`config.mk`:
```
export PLATFORM = sky130hd
export DESIGN_NAME = invQueueBarrier
export DESIGN_NICKNAME = d
export VERILOG_FILES = /design/src/rtl/iqPkg.sv /design/src/rtl/iqDatapath.sv /design/src/rtl/iqControl.sv /design/src/rtl/invQueueBarrier.sv
export SDC_FILE = /design/constraint.sdc
export NUM_CORES = 1
export LEC_CHECK = 0
export BUFFER_PORTS_ARGS = -buffer_cell sky130_fd_sc_hd__buf_2
export CAP_MARGIN = 20
export CORE_UTILIZATION = 35
export CTS_CLUSTER_DIAMETER = 200
export DETAILED_ROUTE_END_ITERATION = 8
export SLEW_MARGIN = 20
export SYNTH_ARGS = -nofsm -noshare
export SYNTH_HDL_FRONTEND = slang
export SYNTH_SLANG_ARGS = --single-unit
```
`constraint.sdc`:
```
create_clock -name clk -period 5.94 [get_ports clk]
set_input_delay 0.297 -clock clk [delete_from_list [all_inputs] [get_ports clk]]
set_output_delay 0.297 -clock clk [all_outputs]
set_load 0.05 [all_outputs]
```
`src/rtl/iqPkg.sv`:
```
package iqPkg;
  // strobes issued by the control to the datapath each cycle
  typedef struct packed {
    logic push;   // store the incoming address as a new entry
    logic pop;    // retire the head entry and invalidate its line
  } iqStrobes_t;
endpackage

```
`src/rtl/iqDatapath.sv`:
```
module iqDatapath
  import iqPkg::*;
#(
  parameter int ADDR_W = 4,
  parameter int DEPTH  = 4
)(
  input  logic              clk,
  input  logic              rstN,
  input  iqStrobes_t        strb,
  input  logic [ADDR_W-1:0] invAddr,
  input  logic              fillValid,
  input  logic [ADDR_W-1:0] fillAddr,
  input  logic [ADDR_W-1:0] loadAddr,
  output logic              full,
  output logic              empty,
  output logic              dupHit,
  output logic [ADDR_W-1:0] headAddr,
  output logic              loadLineValid
);
  localparam int LINES = 1 << ADDR_W;
  localparam int PTR_W = (DEPTH > 1) ? $clog2(DEPTH) : 1;
  localparam int CNT_W = $clog2(DEPTH + 1);

  logic [ADDR_W-1:0] entryAddr [DEPTH];
  logic [DEPTH-1:0]  entryVld;
  logic [PTR_W-1:0]  rdPtr, wrPtr;
  logic [CNT_W-1:0]  count;
  logic [DEPTH-1:0]  matchVec, popMask;
  logic [LINES-1:0]  lineValid;

  function automatic logic [PTR_W-1:0] nextPtr(input logic [PTR_W-1:0] p);
    return (p == PTR_W'(DEPTH - 1)) ? '0 : p + 1'b1;
  endfunction

  assign full     = (count == CNT_W'(DEPTH));
  assign empty    = (count == '0);
  assign headAddr = entryAddr[rdPtr];
  assign popMask  = strb.pop ? (DEPTH'(1) << rdPtr) : '0;

  generate
    for (genvar i = 0; i < DEPTH; i++) begin : g_match
      assign matchVec[i] = entryVld[i] && (entryAddr[i] == invAddr);
    end
  endgenerate

  // the entry retiring this cycle no longer covers a new arrival
  assign dupHit        = |(matchVec & ~popMask);
  assign loadLineValid = lineValid[loadAddr];

  always_ff @(posedge clk or negedge rstN) begin
    if (!rstN) begin
      rdPtr    <= '0;
      wrPtr    <= '0;
      count    <= '0;
      entryVld <= '0;
      for (int i = 0; i < DEPTH; i++) entryAddr[i] <= '0;
    end else begin
      if (strb.pop) begin
        entryVld[rdPtr] <= 1'b0;
        rdPtr           <= nextPtr(rdPtr);
      end
      if (strb.push) begin
        entryAddr[wrPtr] <= invAddr;
        entryVld[wrPtr]  <= 1'b1;
        wrPtr            <= nextPtr(wrPtr);
      end
      case ({strb.push, strb.pop})
        2'b10:   count <= count + 1'b1;
        2'b01:   count <= count - 1'b1;
        default: count <= count;
      endcase
    end
  end

  // line state: invalidation beats a fill at the same edge
  always_ff @(posedge clk or negedge rstN) begin
    if (!rstN) begin
      lineValid <= '0;
    end else begin
      if (fillValid) lineValid[fillAddr] <= 1'b1;
      if (strb.pop)  lineValid[headAddr] <= 1'b0;
    end
  end

  p_no_overflow_r3: assert property (@(posedge clk) disable iff (!rstN)
    strb.push |-> !full);

  p_unique_entries_r4: assert property (@(posedge clk) disable iff (!rstN)
    $onehot0(matchVec));

  p_line_cleared_r5: assert property (@(posedge clk) disable iff (!rstN)
    strb.pop |=> !lineValid[$past(headAddr)]);
endmodule

```
`src/rtl/iqControl.sv`:
```
module iqControl
  import iqPkg::*;
#(
  parameter int ADDR_W = 4
)(
  input  logic              clk,
  input  logic              rstN,
  input  logic              invValid,
  input  logic [ADDR_W-1:0] invAddr,
  input  logic              barrierReq,
  input  logic              full,
  input  logic              empty,
  input  logic              dupHit,
  output iqStrobes_t        strb,
  output logic              invReady,
  output logic              ackValid,
  output logic [ADDR_W-1:0] ackAddr,
  output logic              barrierDone
);
  logic draining;
  logic accept;
  logic finish;

  assign invReady  = !full;
  assign accept    = invValid && invReady;
  assign strb.push = accept && !dupHit;
  assign strb.pop  = draining && !empty;
  assign finish    = draining && empty && !strb.push;

  always_ff @(posedge clk or negedge rstN) begin
    if (!rstN) begin
      ackValid    <= 1'b0;
      ackAddr     <= '0;
      draining    <= 1'b0;
      barrierDone <= 1'b0;
    end else begin
      ackValid    <= accept;
      ackAddr     <= invAddr;
      barrierDone <= finish;
      if (finish)                       draining <= 1'b0;
      else if (!draining && barrierReq) draining <= 1'b1;
    end
  end

  p_done_ends_drain_r6: assert property (@(posedge clk) disable iff (!rstN)
    barrierDone |-> (!draining && $past(draining)));

  p_req_ignored_r10: assert property (@(posedge clk) disable iff (!rstN)
    (draining && !finish) |=> draining);
endmodule

```
`src/rtl/invQueueBarrier.sv`:
```
module invQueueBarrier
  import iqPkg::*;
#(
  parameter int ADDR_W = 4,
  parameter int DEPTH  = 4
)(
  input  logic              clk,
  input  logic              rstN,
  input  logic              invValid,
  input  logic [ADDR_W-1:0] invAddr,
  output logic              invReady,
  output logic              ackValid,
  output logic [ADDR_W-1:0] ackAddr,
  input  logic              barrierReq,
  output logic              barrierDone,
  output logic              stateWrEn,
  output logic [ADDR_W-1:0] stateWrAddr,
  input  logic              fillValid,
  input  logic [ADDR_W-1:0] fillAddr,
  input  logic              loadValid,
  input  logic [ADDR_W-1:0] loadAddr,
  output logic              loadReadReq
);
  iqStrobes_t        strb;
  logic              full, empty, dupHit, loadLineValid;
  logic [ADDR_W-1:0] headAddr;

  iqControl #(.ADDR_W(ADDR_W)) u_ctrl (
    .clk(clk), .rstN(rstN), .invValid(invValid), .invAddr(invAddr),
    .barrierReq(barrierReq), .full(full), .empty(empty), .dupHit(dupHit),
    .strb(strb), .invReady(invReady), .ackValid(ackValid), .ackAddr(ackAddr),
    .barrierDone(barrierDone)
  );

  iqDatapath #(.ADDR_W(ADDR_W), .DEPTH(DEPTH)) u_dp (
    .clk(clk), .rstN(rstN), .strb(strb), .invAddr(invAddr),
    .fillValid(fillValid), .fillAddr(fillAddr), .loadAddr(loadAddr),
    .full(full), .empty(empty), .dupHit(dupHit), .headAddr(headAddr),
    .loadLineValid(loadLineValid)
  );

  assign stateWrEn   = strb.pop;
  assign stateWrAddr = headAddr;
  assign loadReadReq = loadValid && !loadLineValid;

  p_done_queue_empty_r6: assert property (@(posedge clk) disable iff (!rstN)
    barrierDone |-> empty);

  p_ack_after_ready_r2: assert property (@(posedge clk) disable iff (!rstN)
    ackValid |-> $past(invReady));
endmodule

```
==> flow_metrics.py <==
metrics = {
    "clock_tree": {
        "tritoncts_clock_tree": "built",
        "worst_case_clock_buffer_depth": 2,
        "postCtsHoldBufs": 0,
        "worst_setup_hold_path_clk_slew_ps": 90,
        "postCtsResizedCells": 0,
        "clock-root-buffer": "sky130_fd_sc_hd__clkbuf_8",
        "cts_inserted_buffers": 5,
        "ctsHtreeMaxLevel": 2,
        "cts_setup_buffers": 0,
        "clock_latency_ps": 300,
        "clock_sink_count": 50,
    },
    "placement": {
        "detailed_place_hpwl_um": 4041,
        "numPortBuffers": 30,
        "gp_congestion": 0.7659,
        "place_ws_ps": 3104,
    },
    "floorplanning": {
        "placementRows": 31,
        "initial_core_util_pct": 35.93,
        "core_area_sq_um": 7214,
        "floorplan.die_area_sq_um": 7755,
        "floorplan.io_pins": 31,
        "die-height_um": 88.07,
        "die_width_um": 88.07,
    },
    "drt": {
        "drtIter0Drc": 95,
        "detail_route.drc_violations": 0,
        "vias_per_cell": 4.886,
        "detailedRoute.firstPassIterationCount": 4,
        "wl_um": 5321,
        "num_vias": 1720,
        "drtAntennaViolNets": 0,
        "wire_per_inst_um": 15.12,
    },
    "grt": {
        "grt_overflow_total": 0,
        "grt_max_degree": 51,
        "antenna_found_initial": 0,
        "grt_first_pass_wirelength_um": 8990,
        "overall_routing_resource_usage_pct": 15.36,
        "first_global_vias": 1716,
    },
    "yosys": {
        "count_of_warnings_emitted_by_yosys": 0,
        "syn_avg_cell_area_sq_um": 11.84,
        "syn_nets": 247,
        "synth.yosys.seq_area_share_pct": 48.26,
        "async_flop_share_pct": 100.0,
        "postSynthRegisterBits": 50,
        "syn_inst": 219,
        "synth_edf_count": 0,
        "ys_types": 35,
        "yosys_most_used_dff": "sky130_fd_sc_hd__dfrtp_1",
        "synthesis.area_sq_um": 2592,
    },
    "setup_path": {
        "crit_path_end_kind": "flop",
        "crit_fanout": 8,
        "ff2ff_setup_slack_ps": 3100,
        "reg2reg_from": "u_dp.rdPtr[0]",
        "worst-setup-path-type": "reg -> reg",
        "timing.critical_path.from_type": "flop",
        "critical_path.reg2reg.endpoint": "u_dp.count[2]",
        "worst_ep_required_time_ps": 6170,
        "worst-r2r-cell-count": 12,
        "cp.arrival_ps": 3070,
    },
    "power": {
        "leakagePower_nw": 1.297,
        "power-per-cell-area_nw_per_um2": 596.4,
        "max-vdd-ir-drop_mv": 0.3383,
        "post-layout-total-power_mw": 1.752,
    },
    "timing": {
        "setup_viol": 0,
        "slew_headroom_pct": 53.27,
        "report.final.hold_viol_count": 0,
        "final-max-slew-violation-count": 0,
        "fmax_ghz": 0.3525,
        "grt_setup_unrepaired": "no",
        "final_critical_path_setup_slack_ps": 3103,
        "finalCriticalPeriod_ps": 2837,
        "worst_pin_slew_ps": 695.1,
        "skew_ps": 6.728,
        "timing.final.crit_share_pct": 47.76,
        "fin_setup_tns_ps": 0,
    },
    "hold_path": {
        "hold_class": "in -> async",
    },
    "final_layout": {
        "final_net_count": 280,
        "area_growth_syn_to_layout_pct": 13.32,
        "antenna-diode-count": 0,
        "fillerInstances": 741,
        "share_of_cells_above_drive_strength_1_pct": 29.64,
    },
    "status": {
        "result_of_the_run": "complete, no violations",
    },
    "job": {
        "drv.max_cap_violation_count": 0,
    },
}
## sequential cells by signal, summed over array words and instances (netlist names), 2 cells and up
signal	flops
u_dp.wrPtr	2
u_dp.entryVld	4
u_dp.rdPtr	2
u_dp.count	3
u_dp.entryAddr	16
u_dp.lineValid	16
u_ctrl.ackAddr	4
## how the worst max path moves through the flow
| stage | from | endpoint | slack, ps | cells past startpoint |
|---|---|---|---|---|
| 6_report | u_dp.rdPtr[0] | u_dp.count[2] | 3100 | 12 |
| 3_3_place_gp | u_dp.count[0] | u_dp.count[2] | 3160 | 10 |
| 2_1_floorplan | u_dp.count[0] | u_dp.count[2] | 3270 | 11 |
| 5_1_grt | u_dp.rdPtr[0] | u_dp.count[2] | 2830 | 12 |
| 4_1_cts | u_dp.rdPtr[0] | u_dp.count[2] | 3090 | 12 |
| 3_5_place_dp | u_dp.rdPtr[0] | u_dp.count[2] | 3100 | 12 |
## stage by stage
step | util (%) | cells | hold WS (ps) | area [sq um]
2_1_floorplan | - | 219 | 1.409 | 2592
3_3_place_gp | 39.40 | 344 | 451.3 | 2843
3_5_place_dp | 39.40 | 344 | 448.5 | 2843
4_1_cts | 40.72 | 352 | 114.5 | 2938
5_1_grt | 40.72 | 352 | 135.9 | 2938
6_report | 40.72 | 352 | 96.61 | 2938
## kinds of logic after synthesis
logic type | share of synthesized area, %
AO/OA/AOI/OAI | 10.67
XOR/XNOR | 6.419
adder cells (fa/ha/maj) | 5.116
buffers and inverters | 3.813
flip-flops | 48.26
multiplexers | 15.83
AND/OR/NAND/NOR | 9.895
## per-layer routing
layer	track usage, %	share of wire (%)	routed length [um]	vias to the layer above
met3	2.922	3.0	158	8
li1	-	-	-	840
met5	0	0	0	-
met1	21.07	48	2543	841
met4	5.279	1.5	82	0
met2	24.45	48	2536	31
## synth_stat cells, types with 2 or more instances
master / n / area (sq um)
sky130_fd_sc_hd__dfrtp_1: 50 / 1251
sky130_fd_sc_hd__mux4_2: 8 / 180.2
sky130_fd_sc_hd__mux2_4: 2 / 30.03
sky130_fd_sc_hd__nor2b_1: 6 / 37.54
sky130_fd_sc_hd__ha_1: 9 / 112.6
sky130_fd_sc_hd__o21ai_1: 3 / 15.01
sky130_fd_sc_hd__mux2i_1: 2 / 20.02
sky130_fd_sc_hd__mux2_2: 16 / 180.2
sky130_fd_sc_hd__xor2_1: 6 / 52.55
sky130_fd_sc_hd__and3_1: 5 / 31.28
sky130_fd_sc_hd__nor4_2: 4 / 50.05
sky130_fd_sc_hd__nor2_1: 8 / 30.03
sky130_fd_sc_hd__o21ai_0: 5 / 25.02
sky130_fd_sc_hd__xnor2_1: 13 / 113.9
sky130_fd_sc_hd__nand3_1: 2 / 10.01
sky130_fd_sc_hd__a31oi_1: 4 / 25.02
sky130_fd_sc_hd__nor3_1: 2 / 10.01
sky130_fd_sc_hd__and2_1: 3 / 18.77
sky130_fd_sc_hd__buf_2: 4 / 20.02
sky130_fd_sc_hd__nand2_1: 5 / 18.77
sky130_fd_sc_hd__inv_1: 17 / 63.81
sky130_fd_sc_hd__nand4_1: 3 / 18.77
sky130_fd_sc_hd__a21oi_1: 30 / 150.1
## worst max-delay path: stages, from the launching register on
cell	delay (ps)
sky130_fd_sc_hd__dfrtp_1	510
sky130_fd_sc_hd__inv_1	140
sky130_fd_sc_hd__ha_1	220
sky130_fd_sc_hd__inv_1	50
sky130_fd_sc_hd__o21ai_1	80
sky130_fd_sc_hd__o211ai_2	350
sky130_fd_sc_hd__or3_1	350
sky130_fd_sc_hd__ha_1	230
sky130_fd_sc_hd__inv_1	60
sky130_fd_sc_hd__fa_1	380
sky130_fd_sc_hd__xor2_1	150
sky130_fd_sc_hd__nor2_1	110
sky130_fd_sc_hd__xor2_1	140
## cells in the final DEF, fill, tap and decap left out, types with 2 or more instances in the layout
cell,count
sky130_fd_sc_hd__mux2_2,16
sky130_fd_sc_hd__buf_2,30
sky130_fd_sc_hd__mux2i_1,2
sky130_fd_sc_hd__nor3_1,2
sky130_fd_sc_hd__mux4_2,8
sky130_fd_sc_hd__nor2b_1,6
sky130_fd_sc_hd__dfrtp_1,50
sky130_fd_sc_hd__xnor2_1,13
sky130_fd_sc_hd__o21ai_0,5
sky130_fd_sc_hd__nand2_1,5
sky130_fd_sc_hd__mux2_4,2
sky130_fd_sc_hd__a31oi_1,4
sky130_fd_sc_hd__and2_1,3
sky130_fd_sc_hd__nor4_2,4
sky130_fd_sc_hd__a21oi_1,30
sky130_fd_sc_hd__and3_1,5
sky130_fd_sc_hd__inv_1,17
sky130_fd_sc_hd__nand4_1,3
sky130_fd_sc_hd__nor2_1,8
sky130_fd_sc_hd__clkbuf_8,6
sky130_fd_sc_hd__xor2_1,6
sky130_fd_sc_hd__o21ai_1,3
sky130_fd_sc_hd__nand3_1,2
sky130_fd_sc_hd__ha_1,9
## cell type report
class / instances / area (sq um) / share of cell area [%]
clock inverter: 2 / 12.51 / 0.4259
clock buffer: 6 / 82.58 / 2.811
tap: 99 / 123.9 / 4.216
timing repair buffer: 31 / 157.7 / 5.366
sequential: 50 / 1251 / 42.59
inverter: 18 / 67.56 / 2.300
multi-input combinational: 146 / 1242 / 42.29
## where the power goes
group / switching (mW) / internal, mW
clock: 0.109 / 0.0937
sequential: 0.137 / 0.499
combinational: 0.547 / 0.367
total: 0.793 / 0.959
(Power assumes the default switching activity.)
